## src/rtl/bsplit_pkg.sv

```systemverilog
// Shared constants for the 4 KB burst splitter.
// Assumes a fixed 4 KB page and 8-bit length fields.
package bsplit_pkg;
    localparam int          PAGE_BITS  = 12;
    localparam int          PAGE_BYTES = 1 << PAGE_BITS;
    localparam int          LEN_W      = 8;
    localparam int          BEAT_W     = LEN_W + 1;
    localparam logic [1:0]  BURST_INCR = 2'b01;

    // Beat cap for the chosen mode.
    function automatic int unsigned beat_cap(input bit long_mode);
        return long_mode ? 256 : 16;
    endfunction
endpackage

```

## src/rtl/bsplit_req_check.sv

```systemverilog
// Request qualifier: says whether a request can be split.
// A request is usable when its address and byte count are both multiples of
// 2^size and the byte count is not zero. Assumes size <= 7, ADDR_W >= 7 and CNT_W >= 7.
module bsplit_req_check #(
    parameter int ADDR_W = 32,
    parameter int CNT_W  = 16
) (
    input  logic [ADDR_W-1:0] addr,
    input  logic [CNT_W-1:0]  bytes,
    input  logic [2:0]        size,
    output logic              ok
);
    logic [6:0] low_mask;

    // Build the mask of the address bits below the beat size, then test both operands against it.
    always_comb begin
        low_mask = 7'((8'd1 << size) - 8'd1);
        ok = ((addr[6:0] & low_mask) == 7'd0) &&
             ((bytes[6:0] & low_mask) == 7'd0) &&
             (bytes != '0);
    end
endmodule

```

## src/rtl/bsplit_beat_calc.sv

```systemverilog
// Beat count for the current command: the smallest of the beats still owed,
// the beats left in the current 4 KB page, and the mode cap.
// Assumes the page offset is a multiple of 2^size.
module bsplit_beat_calc
    import bsplit_pkg::*;
#(
    parameter int CNT_W     = 16,
    parameter bit LONG_MODE = 1'b1
) (
    input  logic [PAGE_BITS-1:0] page_off,
    input  logic [CNT_W-1:0]     rem_beats,
    input  logic [2:0]           size,
    output logic [BEAT_W-1:0]    beats
);
    localparam int CW       = ((CNT_W > PAGE_BITS + 1) ? CNT_W : PAGE_BITS + 1) + 1;
    localparam int MAX_BEAT = int'(beat_cap(LONG_MODE));

    logic [PAGE_BITS:0] room_bytes;
    logic [CW-1:0]      room_beats;
    logic [CW-1:0]      owed;
    logic [CW-1:0]      cap;
    logic [CW-1:0]      pick;

    // Compare the three limits and keep the smallest.
    always_comb begin
        room_bytes = (PAGE_BITS+1)'(PAGE_BYTES) - {1'b0, page_off};
        room_beats = CW'(room_bytes >> size);
        owed       = CW'(rem_beats);
        cap        = CW'(MAX_BEAT);
        pick       = (owed < room_beats) ? owed : room_beats;
        if (cap < pick) begin
            pick = cap;
        end
        beats = BEAT_W'(pick);
    end
endmodule

```

## src/rtl/bsplit_seq.sv

```systemverilog
// Transfer state: current command address, beats still owed, size code,
// plus the done and error pulses. Assumes req_fire and cmd_fire never
// occur together, because a request is only taken while idle.
module bsplit_seq
    import bsplit_pkg::*;
#(
    parameter int ADDR_W = 32,
    parameter int CNT_W  = 16
) (
    input  logic              clk,
    input  logic              rst_n,
    input  logic              req_fire,
    input  logic              req_ok,
    input  logic [ADDR_W-1:0] req_addr,
    input  logic [CNT_W-1:0]  req_bytes,
    input  logic [2:0]        req_size,
    input  logic              cmd_fire,
    input  logic [BEAT_W-1:0] beats,
    output logic              busy,
    output logic [ADDR_W-1:0] cur_addr,
    output logic [CNT_W-1:0]  rem_beats,
    output logic [2:0]        cur_size,
    output logic              done,
    output logic              err
);
    // Load a new transfer, or advance past the command just accepted.
    always_ff @(posedge clk) begin
        if (!rst_n) begin
            busy      <= 1'b0;
            cur_addr  <= '0;
            rem_beats <= '0;
            cur_size  <= '0;
            done      <= 1'b0;
            err       <= 1'b0;
        end else begin
            done <= 1'b0;
            err  <= 1'b0;
            if (req_fire) begin
                if (req_ok) begin
                    busy      <= 1'b1;
                    cur_addr  <= req_addr;
                    rem_beats <= req_bytes >> req_size;
                    cur_size  <= req_size;
                end else begin
                    err <= 1'b1;
                end
            end else if (cmd_fire) begin
                cur_addr  <= cur_addr + (ADDR_W'(beats) << cur_size);
                rem_beats <= rem_beats - CNT_W'(beats);
                if (rem_beats == CNT_W'(beats)) begin
                    busy <= 1'b0;
                    done <= 1'b1;
                end
            end
        end
    end
endmodule

```

## src/rtl/burst_splitter4k.sv

```systemverilog
// Top of the burst splitter. Takes one request while idle and issues
// incrementing burst commands that never cross a 4 KB page and never exceed
// the beat cap of the mode (256 beats when LONG_MODE=1, otherwise 16).
// Assumes ADDR_W >= 13 and 9 <= CNT_W.
module burst_splitter4k
    import bsplit_pkg::*;
#(
    parameter int ADDR_W    = 32,
    parameter int CNT_W     = 16,
    parameter bit LONG_MODE = 1'b1
) (
    input  logic              clk,
    input  logic              rst_n,
    input  logic              req_valid,
    output logic              req_ready,
    input  logic [ADDR_W-1:0] req_addr,
    input  logic [CNT_W-1:0]  req_bytes,
    input  logic [2:0]        req_size,
    output logic              req_err,
    output logic              cmd_valid,
    input  logic              cmd_ready,
    output logic [ADDR_W-1:0] cmd_addr,
    output logic [LEN_W-1:0]  cmd_len,
    output logic [2:0]        cmd_size,
    output logic [1:0]        cmd_burst,
    output logic              done
);
    logic              busy;
    logic              req_ok;
    logic              req_fire;
    logic              cmd_fire;
    logic [ADDR_W-1:0] cur_addr;
    logic [CNT_W-1:0]  rem_beats;
    logic [2:0]        cur_size;
    logic [BEAT_W-1:0] beats;

    bsplit_req_check #(.ADDR_W(ADDR_W), .CNT_W(CNT_W)) u_check (
        .addr  (req_addr),
        .bytes (req_bytes),
        .size  (req_size),
        .ok    (req_ok)
    );

    bsplit_beat_calc #(.CNT_W(CNT_W), .LONG_MODE(LONG_MODE)) u_calc (
        .page_off  (cur_addr[PAGE_BITS-1:0]),
        .rem_beats (rem_beats),
        .size      (cur_size),
        .beats     (beats)
    );

    bsplit_seq #(.ADDR_W(ADDR_W), .CNT_W(CNT_W)) u_seq (
        .clk       (clk),
        .rst_n     (rst_n),
        .req_fire  (req_fire),
        .req_ok    (req_ok),
        .req_addr  (req_addr),
        .req_bytes (req_bytes),
        .req_size  (req_size),
        .cmd_fire  (cmd_fire),
        .beats     (beats),
        .busy      (busy),
        .cur_addr  (cur_addr),
        .rem_beats (rem_beats),
        .cur_size  (cur_size),
        .done      (done),
        .err       (req_err)
    );

    // Handshakes and command fields come straight from the held state.
    always_comb begin
        req_ready = !busy;
        req_fire  = req_valid && !busy;
        cmd_valid = busy;
        cmd_fire  = busy && cmd_ready;
        cmd_addr  = cur_addr;
        cmd_len   = LEN_W'(beats - BEAT_W'(1));
        cmd_size  = cur_size;
        cmd_burst = BURST_INCR;
    end
endmodule

```

## config.mk

```make
export PLATFORM = sky130hd
export DESIGN_NAME = burst_splitter4k
export DESIGN_NICKNAME = d
export VERILOG_FILES = /design/src/rtl/bsplit_pkg.sv /design/src/rtl/bsplit_req_check.sv /design/src/rtl/bsplit_beat_calc.sv /design/src/rtl/bsplit_seq.sv /design/src/rtl/burst_splitter4k.sv
export SDC_FILE = /design/constraint.sdc
export NUM_CORES = 1
export LEC_CHECK = 0
export ABC_AREA = 1
export BUFFER_PORTS_ARGS = -buffer_cell sky130_fd_sc_hd__buf_2
export CAP_MARGIN = 20
export CORE_UTILIZATION = 63
export CTS_CLUSTER_SIZE = 24
export DETAILED_ROUTE_END_ITERATION = 7
export HOLD_SLACK_MARGIN = 0.03
export PLACE_DENSITY_LB_ADDON = 0.3
export SLEW_MARGIN = 20
export SYNTH_ARGS = -nofsm -noshare
export SYNTH_HDL_FRONTEND = slang
export SYNTH_SLANG_ARGS = --single-unit
```

## constraint.sdc

```tcl
create_clock -name clk -period 12.55 [get_ports clk]
set_input_delay 2.51 -clock clk [delete_from_list [all_inputs] [get_ports clk]]
set_output_delay 2.51 -clock clk [all_outputs]
set_load 0.05 [all_outputs]
```

* Word-level counts from Yosys, hierarchy flattened
Index checks and enable logic that the tools add are counted.
Widths: inputs -> output; s select.
** Storage, ports and cells
- Logic and storage cells :: 52
- Register bits after elaboration :: 54
- Input bits :: 55
- Output and inout port bits :: 49
** Operators by class
- $lt $le $gt $ge :: 2
- Bitwise logic cells :: 4
- $add $sub $neg :: 5
- Equal/unequal tests :: 2
- Reduce and logical (&&, ||, !) cells :: 15
- Mux-type cells :: 14
- Shifts and indexed selects :: 4
** Operators by type and width (number)
- $mux 32 :: 3
- $mux 16 :: 3
- $add 32x32->32 :: 1
- $shl 9x3->32 :: 1
- $lt 16x17->1 :: 1
- $lt 9x17->1 const A :: 1
- $mux 17 :: 1
- $shr 13x3->17 :: 1
- $eq 16x9->1 :: 1
- $reduce_bool 16->1 :: 1
- $shr 16x3->16 :: 1
- $sub 16x9->16 :: 1
- $and 7x7->7 :: 2
- $logic_not 7->1 :: 2
- $sub 13x12->13 const A :: 1
- $mux 9 :: 1
- $sub 8x1->8 const B :: 1
- $shl 1x3->7 const A :: 1
- $sub 7x1->7 const B :: 1
- $mux 1 :: 6
- $reduce_and 2->1 :: 3
- $logic_and 1x1->1 :: 4
- $reduce_bool 2->1 :: 2
- $reduce_and 3->1 :: 1
- other kinds (4) :: 5

* Longest topological paths before layout
Gate-level depths: netlist (run 1).
- Word-level depth :: 10
- Gate-level depth with buffers :: 47
- Mapped depth without buffers :: 47

* Cells and area by module
From an unflattened synthesis (run 1), not the netlist that was laid out.
** Unflattened totals
- Cells, all modules :: 1230
- Area total of the unflattened synthesis :: 6961.7 µm²
** By module, submodules not included
- bsplit_seq :: instances 1, area each 5311.3 µm², seq. area each 1081.0 µm², cells each 903
- bsplit_beat_calc :: instances 1, area each 1239.9 µm², seq. area each 0.0 µm², cells each 236
- burst_splitter4k :: instances 1, area each 210.2 µm², seq. area each 0.0 µm², cells each 43
- bsplit_req_check :: instances 1, area each 200.2 µm², seq. area each 0.0 µm², cells each 48

* Worst setup path before layout (run 1)
No wires, ideal clock.
- Path type :: flip-flop to output port
- Start point :: register u_seq.cur_addr[1]
- End point :: output cmd_len[4]
- Setup slack :: 5561 ps
- Path buffers :: 1
- Arrival time :: 4479 ps
- Required time :: 10040 ps
- Cell stages (with the launch flop) :: 27
- Cell sequence :: dfxtp_1 -> inv_1 -> ha_1 -> nand2_1 -> nor2_2 -> nand3_1 -> nand2_1 -> nand3_1 -> nand2_1 -> o21ai_1 -> nand2_1 -> nand2_1 -> ha_1 -> a21oi_1 -> o21ai_0 -> nand2_1 -> o211ai_1 -> a21oi_1 -> buf_2 -> nand3_1 -> nand2_1 -> nand2_2 -> nor2_2 -> inv_2 -> ha_1 -> nand3_1 -> xor2_1
** On the way
- Cells in the longest elaborated chain, start to end :: 7
** RTL lines
- from (decl) :: RTL line bsplit_seq.sv:20 : output logic [ADDR_W-1:0] cur_addr,
- from (signal assigned) :: RTL line bsplit_seq.sv:41 : cur_addr <= req_addr;
- from (signal assigned) :: RTL line bsplit_seq.sv:48 : cur_addr <= cur_addr + (ADDR_W'(beats) << cur_size);
- $sub 13x12->13 * :: RTL line bsplit_beat_calc.sv:26 : room_bytes = (PAGE_BITS+1)'(PAGE_BYTES) - {1'b0, page_off};
- $shr 13x3->17 * :: RTL line bsplit_beat_calc.sv:27 : room_beats = CW'(room_bytes >> size);
- $lt 16x17->1 :: RTL line bsplit_beat_calc.sv:30 : pick = (owed < room_beats) ? owed : room_beats;
- $mux 17 * :: RTL line bsplit_beat_calc.sv:30
- $lt 9x17->1 :: RTL line bsplit_beat_calc.sv:31 : if (cap < pick) begin
- $mux 9 * :: RTL line bsplit_beat_calc.sv:31
- $sub 8x1->8 * :: RTL line burst_splitter4k.sv:76 : cmd_len = LEN_W'(beats - BEAT_W'(1));
- to (decl) :: RTL line burst_splitter4k.sv:23 : output logic [LEN_W-1:0] cmd_len,
Mark *: on every way between the ends. The rest lies on a longest branch, timed or not.

* Final worst setup path (run 1)
- Start point :: register u_seq.cur_size[2]
- End point :: output cmd_len[6]
** On the way
- Cells in the longest elaborated chain, start to end :: 6
** RTL lines
- from (decl) :: RTL line bsplit_seq.sv:22 : output logic [2:0] cur_size,
- from (signal assigned) :: RTL line bsplit_seq.sv:43 : cur_size <= req_size;
- $shr 13x3->17 * :: RTL line bsplit_beat_calc.sv:27
- $lt 16x17->1 :: RTL line bsplit_beat_calc.sv:30
- $mux 17 * :: RTL line bsplit_beat_calc.sv:30
- $lt 9x17->1 :: RTL line bsplit_beat_calc.sv:31
- $mux 9 * :: RTL line bsplit_beat_calc.sv:31
- $sub 8x1->8 * :: RTL line burst_splitter4k.sv:76
Marks and branches as above.

==> results.ini, run 1 <==
[logic_synthesis]
ys_top_cells_by_area=dfxtp_1 18%, nand2_1 14%, o21ai_0 8.7%
synth_top_family_by_area=simple AND/OR/NAND/NOR gates
synthCells=1009
synth_top_area_cell=dfxtp_1
yosysSeqAreaShare=0.178
yosys.area_share.xor_xnor=0.0388
synth_simple_gate_area_frac=0.343
synth_seq_cells=54
ys.flop_type=dfxtp_1
synth-async-reset-ratio=0
synth_top_area_share=0.178
muxShareOfSynthArea=0.00987
synth-adder-area-share=0.0888
synth_compound_area_frac=0.245
synth_fp_nets=1106
ys.warnings.count=0
ys_types=49
synth_edf_count=0
synth_area_per_cell_um2=6.03
netlist_area_um2=6090

[placed_design]
io_buffers=101
gp_congestion=1.05
place_hpwl_um=13400

[clocking]
cts_buffer_depth=2
clkLatencyLatePin_ns=0.32
cts_setup_buffers=0
clock-sinks=54
cts_resized=0
cts_hold_buf=0
clkSlewWorstSetupHoldPaths_ns=0.11
htreeDepth=2
cts_buffers=5
cts_tree=yes
root_buffer=clkbuf_8

[critical_path]
r2r-start=u_seq.cur_size[2]
ff2ff_path_depth=37
reg2reg_slack_ns=5.35
rr_endpoint=u_seq.cur_addr[26]
crit_type=register to output port
cp_max_fo=25
required_ns=10.04
cp.arrival_ns=5.11
end_kind=output port
startpoint=u_seq.cur_size[2]
start_kind=register

[min_path]
min_path_cells=2
hp-class=register to register
holdPathEnd=u_seq.rem_beats[14]
hold_path.startpoint=u_seq.rem_beats[14]

[die]
io_pins=104
rows=35
coreArea_um2=9280
start_util=0.656
die_w_um=100
die_y_um=100
die_area_um2=10100

[grt]
grt_start_max_net_pins=63
grt_pass1_vias=6092
gr-usage-all-layers=0.351
met1_usage=0.507
grt-ovfl-total=0
grt_pass1_wl_um=28700
antenna_found_initial=0
use_met2=0.552
grt.busiest_layer=met2
gr-usage-met3=0.0467

[sta]
tightest_slew_ns=0.985
hold_viol_final=0
fin_tns_setup_ns=0
rsz0062_at_grt=false
fin_skew_ns=0.0173
final.period_utilization=0.607
setup_viol=0
period_needed_ns=7.62
relSlewSlack=0.341
max_clock_freq_mhz=131
drv_slew=0

[detailed_routing]
wl_per_cell_um=14.6
drt-pass1-iter-count=7
drc=0
drt-total-wl_um=17600
dr_total_vias=7075
vias_per_cell=5.88
dr.first_iter.drc_count=469
ant_nets=0

[run_status]
outcome=finished clean

[layout]
num_antenna_cells=0
fin_nets=1171
layout_common_cells=221 x nand2_1, 106 x o21ai_0, 105 x a21oi_1, 101 x buf_2, 94 x nand3_1
syn_to_final_growth_pct=9.39
drive_gt1_frac=0.150
layout_commonest_cell=nand2_1
num-fill-cells=858

[pwr]
p_switching_w=0.000354
p_leak_nw=3.22
power_w=0.000694
swShare=0.510
ir_drop_uv=112
power_frac_seq=0.257
p_per_area_nw_per_um2=104
clockPowerShare=0.155
combPwrFrac=0.588
p_int_w=0.000340

[run]
max-cap-violations=0

[worst max path at each step]
stage / end / depth (start not counted)
finish: cmd_len[6] / 23
detailed placement: cmd_len[6] / 23
global route: cmd_len[6] / 23
global placement: cmd_len[6] / 23
CTS: cmd_len[6] / 23
floorplan: cmd_len[4] / 26
[sequential cells by signal, summed over array words and instances (netlist names)]
signal / cells
u_seq.cur_addr: 32
u_seq.rem_beats: 16
u_seq.cur_size: 3
u_seq.busy: 1
u_seq.done: 1
u_seq.err: 1
[layout make-up]
type / instances / area, um^2 / area share
Clock buffer: 5 / 68.8 / 0.0103
Sequential cell: 54 / 1080 / 0.162
Multi-Input combinational cell: 812 / 4420 / 0.664
Timing Repair Buffer: 105 / 536 / 0.0804
Inverter: 96 / 360 / 0.0541
Tap cell: 129 / 161 / 0.0242
Clock inverter: 3 / 28.8 / 0.00432
[through the flow]
| stage | hold slack (ns) | instance area, um^2 | std cells | worst slack, ns | utilization |
|---|---|---|---|---|---|
| 3_5_place_dp | 0.508 | 6560 | 1196 | 5.38 | 0.707 |
| 4_1_cts | 0.523 | 6660 | 1204 | 5.02 | 0.717 |
| 3_3_place_gp | 0.500 | 6560 | 1196 | 5.49 | 0.707 |
| 6_report | 0.528 | 6660 | 1204 | 4.93 | 0.717 |
| 2_1_floorplan | 0.473 | 6090 | 1009 | 5.56 | - |
| 5_1_grt | 0.559 | 6660 | 1204 | 4.41 | 0.717 |
[power by group through the flow]
| stage | Sequential [W] | Clock, W | Combinational (W) |
|---|---|---|---|
| after floorplan | 0.000188 | 0 | 0.000316 |
| after global routing | 0.000179 | 0.000114 | 0.000447 |
| final | 0.000178 | 0.000107 | 0.000408 |
| after CTS | 0.000178 | 0.000109 | 0.000403 |
| after detailed placement | 0.000182 | 0 | 0.000401 |
| after global placement | 0.000182 | 0 | 0.000396 |
[cell usage after synthesis (5+ instances only)]
master and instances:
buf_1 5, xor2_1 18, nor2_1 75, nand2_1 221
o21ai_0 106, nand4_1 8, clkinv_1 5, nor2_2 10
nand3b_1 5, a31oi_1 8, buf_2 10, dfxtp_1 54
xnor2_1 9, a221oi_1 9, inv_2 9, nand3_2 13
o211ai_1 7, nand3_1 94, o21ai_1 9, o22ai_1 7
inv_1 82, nand2_2 6, clkbuf_1 26, ha_1 40
a21oi_1 105, mux2i_1 6, nor3_1 17
[critical path, stage by stage, from the launching register on]
cell and delay [ns]:
dfxtp_1 0.85, inv_1 0.59, nand3_1 0.23, nand2_1 0.10, ha_1 0.29, a21oi_1 0.14
o21ai_0 0.09, nand2_1 0.07, o211ai_1 0.08, a21oi_1 0.61, nand2_2 0.27, nand2_1 0.11
nand2_1 0.08, inv_2 0.06, nand2_2 0.11, nor2_2 0.24, inv_1 0.10, ha_1 0.20
inv_1 0.08, a21oi_1 0.06, nand3_1 0.08, nand2_1 0.05, nand2_1 0.05, buf_2 0.25
[logic make-up after synthesis]
group	count (synthesis)
simple gates	464
compound gates	271
buf+inv	143
flops	54
fa+ha+maj	42
xor+xnor	27
mux	6
other cells	2
[metal layers]
layer / vias up / share of wire / routed length [um]
met2: 331 / 0.44 / 7750
met3: 38 / 0.093 / 1630
li1: 3577 / - / -
met1: 3129 / 0.45 / 7870
met5: - / 0 / 0
met4: 0 / 0.018 / 325
Note: power is estimated with default switching activity, not from simulation.
==> inputs of run 2 (changes only) <==
--- a/config.mk
+++ b/config.mk
@@ -8,7 +8,7 @@
 export ABC_AREA = 1
 export BUFFER_PORTS_ARGS = -buffer_cell sky130_fd_sc_hd__buf_2
 export CAP_MARGIN = 20
-export CORE_UTILIZATION = 63
+export CORE_UTILIZATION = 53
 export CTS_CLUSTER_SIZE = 24
 export DETAILED_ROUTE_END_ITERATION = 7
 export HOLD_SLACK_MARGIN = 0.03
==> constraint.sdc (replaced) <==
create_clock -name clk -period 7 [get_ports clk]
set_input_delay 1.4 -clock clk [delete_from_list [all_inputs] [get_ports clk]]
set_output_delay 1.4 -clock clk [all_outputs]
set_load 0.05 [all_outputs]
==> run 2 against run 1 <==
Sequential cell count is the same. Critical path depth grew 21. Wire length grew 3.1%. Clock skew shrank 0.010 ns. Non-clock buffer count grew 5. Combinational power grew 80%. Clock power grew 150%. Critical endpoint is now u_seq.cur_addr[26].
==> results.ini, run 2 (synthesis gave the netlist of run 1 again) <==
[sta]
max_clock_freq_mhz=158
relSlewSlack=0.550
fin_skew_ns=0.00720
tightest_slew_ns=0.674
period_needed_ns=6.33
drv_slew=0
final.period_utilization=0.904
setup_viol=0
hold_viol_final=0
fin_hold_ws_ns=0.538

[clocking]
htreeDepth=2
cts_resized=0
clock-sinks=54
clkLatencyLatePin_ns=0.31
root_buffer=clkbuf_16
cts_buffer_depth=2
cts_buffers=5
cts_setup_buffers=0
clkSlewWorstSetupHoldPaths_ns=0.08
cts_hold_buf=0
cts_tree=yes

[min_path]
min_path_cells=2
hp-class=register to register

[detailed_routing]
drt-pass1-iter-count=7
vias_per_cell=5.77
dr_total_vias=7043
dr.first_iter.drc_count=572
drt-total-wl_um=18100
drc=0
wl_per_cell_um=14.8
ant_nets=0

[placed_design]
place_hpwl_um=13900
io_buffers=101
gp_congestion=0.959

[die]
io_pins=104
die_area_um2=11900
die_w_um=109
rows=38
coreArea_um2=11000
start_util=0.552
die_y_um=109

[grt]
grt_pass1_wl_um=29400
grt_start_max_net_pins=62
gr-usage-all-layers=0.313
grt-ovfl-total=0
grt_pass1_vias=6091
antenna_found_initial=0

[pwr]
p_switching_w=0.000643
p_per_area_nw_per_um2=194
clockPowerShare=0.202
power_frac_seq=0.242
ir_drop_uv=216
combPwrFrac=0.556
p_leak_nw=3.27
p_int_w=0.000675
swShare=0.488

[critical_path]
cp.arrival_ns=6.57
ff2ff_path_depth=44
slowest_stage=fa_1
cpPeakStageDelay_ns=0.39
end_kind=register
required_ns=7.24
cp_max_fo=11
cpMostUsedCell=nand2_1
start_kind=register
crit_type=register to register

[layout]
fin_nets=1176
top_register=u_seq.cur_addr
layout_common_cells=221 x nand2_1, 106 x o21ai_0, 105 x a21oi_1, 101 x buf_2, 94 x nand3_1
largest_reg_flops=32
num_antenna_cells=0
fin_util=0.615
num-fill-cells=1123
syn_to_final_growth_pct=11.4
drive_gt1_frac=0.156
largestRegisters=u_seq.cur_addr x32, u_seq.rem_beats x16, u_seq.cur_size x3
layout_commonest_cell=nand2_1

[run_status]
outcome=finished clean

[run]
max-cap-violations=0

[run 2: cell types whose count changed in the layout (fill, tap and decap cells not counted), sizes merged]
cell and change:
buf +5
[run 2: path summary, 6_finish.rpt]
check                            from             endpoint  slack, ns
setup / recovery    u_seq.cur_addr[0]   u_seq.cur_addr[26]       0.67
hold / removal    u_seq.rem_beats[14]  u_seq.rem_beats[14]       0.54
setup reg to reg    u_seq.cur_addr[0]   u_seq.cur_addr[26]       0.67
hold reg to reg   u_seq.rem_beats[14]  u_seq.rem_beats[14]       0.54
[run 2: critical path: cells and delay by family (launching register included)]
family,cells,cell delay [ns]
AO/OA/AOI/OAI,5,0.87
XOR/XNOR,1,0.16
adder cells (fa/ha/maj),4,1.07
buffers and inverters,7,0.49
flip-flops,1,0.38
AND/OR/NAND/NOR,27,3.30
[run 2: final cells by class]
type | count | area [um^2] | share of cell area
Multi-Input combinational cell | 812 | 4440 | 0.655
Timing Repair Buffer | 110 | 573 | 0.0845
Clock buffer | 5 | 125 | 0.0184
Inverter | 96 | 360 | 0.0531
Sequential cell | 54 | 1080 | 0.159
Clock inverter | 3 | 28.8 | 0.00424
Tap cell | 140 | 175 | 0.0258
[run 2: routing by layer]
layer | vias to the layer above | wire length, um | track usage
li1 | 3573 | - | -
met1 | 3140 | 8620 | 0.458
met2 | 303 | 7810 | 0.478
met3 | 27 | 1380 | 0.0406
met4 | 0 | 313 | 0.0848
met5 | - | 0 | 0
[run 2: metrics by stage]
stage               power [W]  cells  instance area, um^2  TNS [ns]  worst slack (ns)
detailed placement    0.00104   1212                 6610         0             0.542
floorplan            0.000902   1009                 6090         0             0.927
finish                0.00132   1220                 6780         0             0.672
global route          0.00141   1220                 6780   -0.0300           -0.0186
global placement      0.00104   1212                 6610         0             0.728
CTS                   0.00131   1220                 6770         0             0.506
[run 2: power groups by stage]
| stage | Clock [W] | Sequential (W) | Combinational (W) |
|---|---|---|---|
| final | 0.000266 | 0.000319 | 0.000733 |
| after global routing | 0.000283 | 0.000320 | 0.000809 |
| after CTS | 0.000270 | 0.000319 | 0.000721 |
| after detailed placement | 0 | 0.000326 | 0.000717 |
| after global placement | 0 | 0.000326 | 0.000712 |
| after floorplan | 0 | 0.000336 | 0.000566 |
==> inputs of run 3 (changes only) <==
--- a/config.mk
+++ b/config.mk
@@ -8,11 +8,13 @@
 export ABC_AREA = 1
 export BUFFER_PORTS_ARGS = -buffer_cell sky130_fd_sc_hd__buf_2
 export CAP_MARGIN = 20
+export CORE_MARGIN = 3
 export CORE_UTILIZATION = 53
 export CTS_CLUSTER_SIZE = 24
 export DETAILED_ROUTE_END_ITERATION = 7
 export HOLD_SLACK_MARGIN = 0.03
 export PLACE_DENSITY_LB_ADDON = 0.3
+export REMOVE_ABC_BUFFERS = 1
 export SLEW_MARGIN = 20
 export SYNTH_ARGS = -nofsm -noshare
 export SYNTH_HDL_FRONTEND = slang
==> run 3 against run 2 <==
Worst setup slack lost 0.064 ns. Global-route usage shrank 3.1 points. Total power grew 2.1%. Sequential cell count is the same. Sequential power is essentially flat. Critical path type unchanged.
==> results.ini, run 3 (synthesis gave the netlist of run 1 again) <==
[run_status]
outcome=finished clean

[layout]
largest_reg_flops=32
num-fill-cells=1110
syn_to_final_growth_pct=11.7
layout_commonest_cell=nand2_1
drive_gt1_frac=0.158
layout_common_cells=221 x nand2_1, 106 x o21ai_0, 105 x a21oi_1, 101 x buf_2, 94 x nand3_1
largestRegisters=u_seq.cur_addr x32, u_seq.rem_beats x16, u_seq.cur_size x3
top_register=u_seq.cur_addr
final_area_um2=6800
num_antenna_cells=0
fin_nets=1177
final_cells=1221

[sta]
period_needed_ns=6.39
tightest_slew_ns=0.799
layout_setup_ws_ns=0.608
max_clock_freq_mhz=156
fin_tns_setup_ns=0
hold_viol_final=0
fin_skew_ns=0.0110
drv_slew=0
final.period_utilization=0.913
setup_viol=0
relSlewSlack=0.467

[die]
start_util=0.552
rows=38
die_w_um=113
coreArea_um2=11000
die_y_um=113
io_pins=104
die_area_um2=12800

[critical_path]
cp.arrival_ns=6.65
end_kind=register
required_ns=7.25
cpMostUsedCell=nand2_1
slowest_stage=fa_1
cp_max_fo=11
cpPeakStageDelay_ns=0.40
start_kind=register
cp.buffers_inverters=8
crit_family=simple AND/OR/NAND/NOR gates
crit_type=register to register

[pwr]
p_per_area_nw_per_um2=198
combPwrFrac=0.555
ir_drop_uv=295
p_switching_w=0.000669
swShare=0.497
power_frac_seq=0.237
clockPowerShare=0.208
p_leak_nw=3.28
p_int_w=0.000676

[grt]
grt_pass1_vias=6223
gr-usage-all-layers=0.282
grt_start_max_net_pins=44
grt-ovfl-total=0
antenna_found_initial=0
grt_pass1_wl_um=30000

[detailed_routing]
ant_nets=0
vias_per_cell=5.76
wl_per_cell_um=15.1
drt-pass1-iter-count=5
drt-total-wl_um=18400
dr_total_vias=7029
drc=0
dr.first_iter.drc_count=653

[run]
max-cap-violations=0

[min_path]
hp-class=register to register

[placed_design]
preCtsSetupSlack_ns=0.521
placed_cell_area_um2=6600
place_hpwl_um=13900
io_buffers=101
gp_congestion=0.952
place_inst=1210

[clocking]
cts_buffers=5
clkSlewWorstSetupHoldPaths_ns=0.09
htreeDepth=2
cts_tree=yes
cts_buffer_depth=2
cts_hold_buf=0
clock-sinks=54
root_buffer=clkbuf_16
clkLatencyLatePin_ns=0.32

==> run 3: final timing paths <==
kind                      from            endpoint  slack [ns]  cells past startpoint
min                 u_seq.busy          u_seq.busy        0.52                      2
max reg2reg  u_seq.cur_addr[1]  u_seq.cur_addr[28]        0.61                     45
max          u_seq.cur_addr[1]  u_seq.cur_addr[28]        0.61                     45
min reg2reg         u_seq.busy          u_seq.busy        0.52                      2
==> run 3: final cells by class <==
class	instances	area (um^2)	share of cell area
clock buffers	5	125	0.0184
clock inverters	3	28.8	0.00423
inverters	96	360	0.0530
multi-input cells	812	4450	0.654
flip-flops and latches	54	1080	0.159
well taps	140	175	0.0258
repair buffers	111	581	0.0854
==> run 3: repair_timing <==
item	CTS	global route
buffers inserted	0	3
setup endpoints to repair	0	15
gates resized for setup	0	7
==> run 3: stage by stage <==
stage | power, W | util | hold slack [ns]
final | 0.00135 | 0.616 | 0.519
after global routing | 0.00144 | 0.616 | 0.552
after CTS | 0.00133 | 0.612 | 0.514
after detailed placement | 0.00105 | 0.598 | 0.503
after global placement | 0.00105 | 0.598 | 0.498
after floorplan | 0.000883 | - | 0.473
==> run 3: worst register-to-register path: cells and delay by family (launching register included) <==
| family | cells | cell delay, ns |
|---|---|---|
| buffers and inverters | 8 | 0.71 |
| AND/OR/NAND/NOR | 21 | 2.42 |
| flip-flops | 1 | 0.36 |
| XOR/XNOR | 2 | 0.38 |
| AO/OA/AOI/OAI | 10 | 1.37 |
| adder cells (fa/ha/maj) | 4 | 1.13 |
==> run 3: power by group through the flow <==
stage	Clock, W	Combinational (W)	Sequential [W]
3_3_place_gp	0	0.000723	0.000325
2_1_floorplan	0	0.000547	0.000337
6_report	0.000280	0.000748	0.000318
4_1_cts	0.000279	0.000733	0.000318
5_1_grt	0.000296	0.000824	0.000319
3_5_place_dp	0	0.000729	0.000325
==> run 3: per-layer routing <==
layer,global-route usage,vias up,share of wire
met2,0.423,289,0.42
met5,0,-,0
met3,0.0529,20,0.093
li1,-,3582,-
met4,0.0729,0,0.016
met1,0.415,3138,0.47
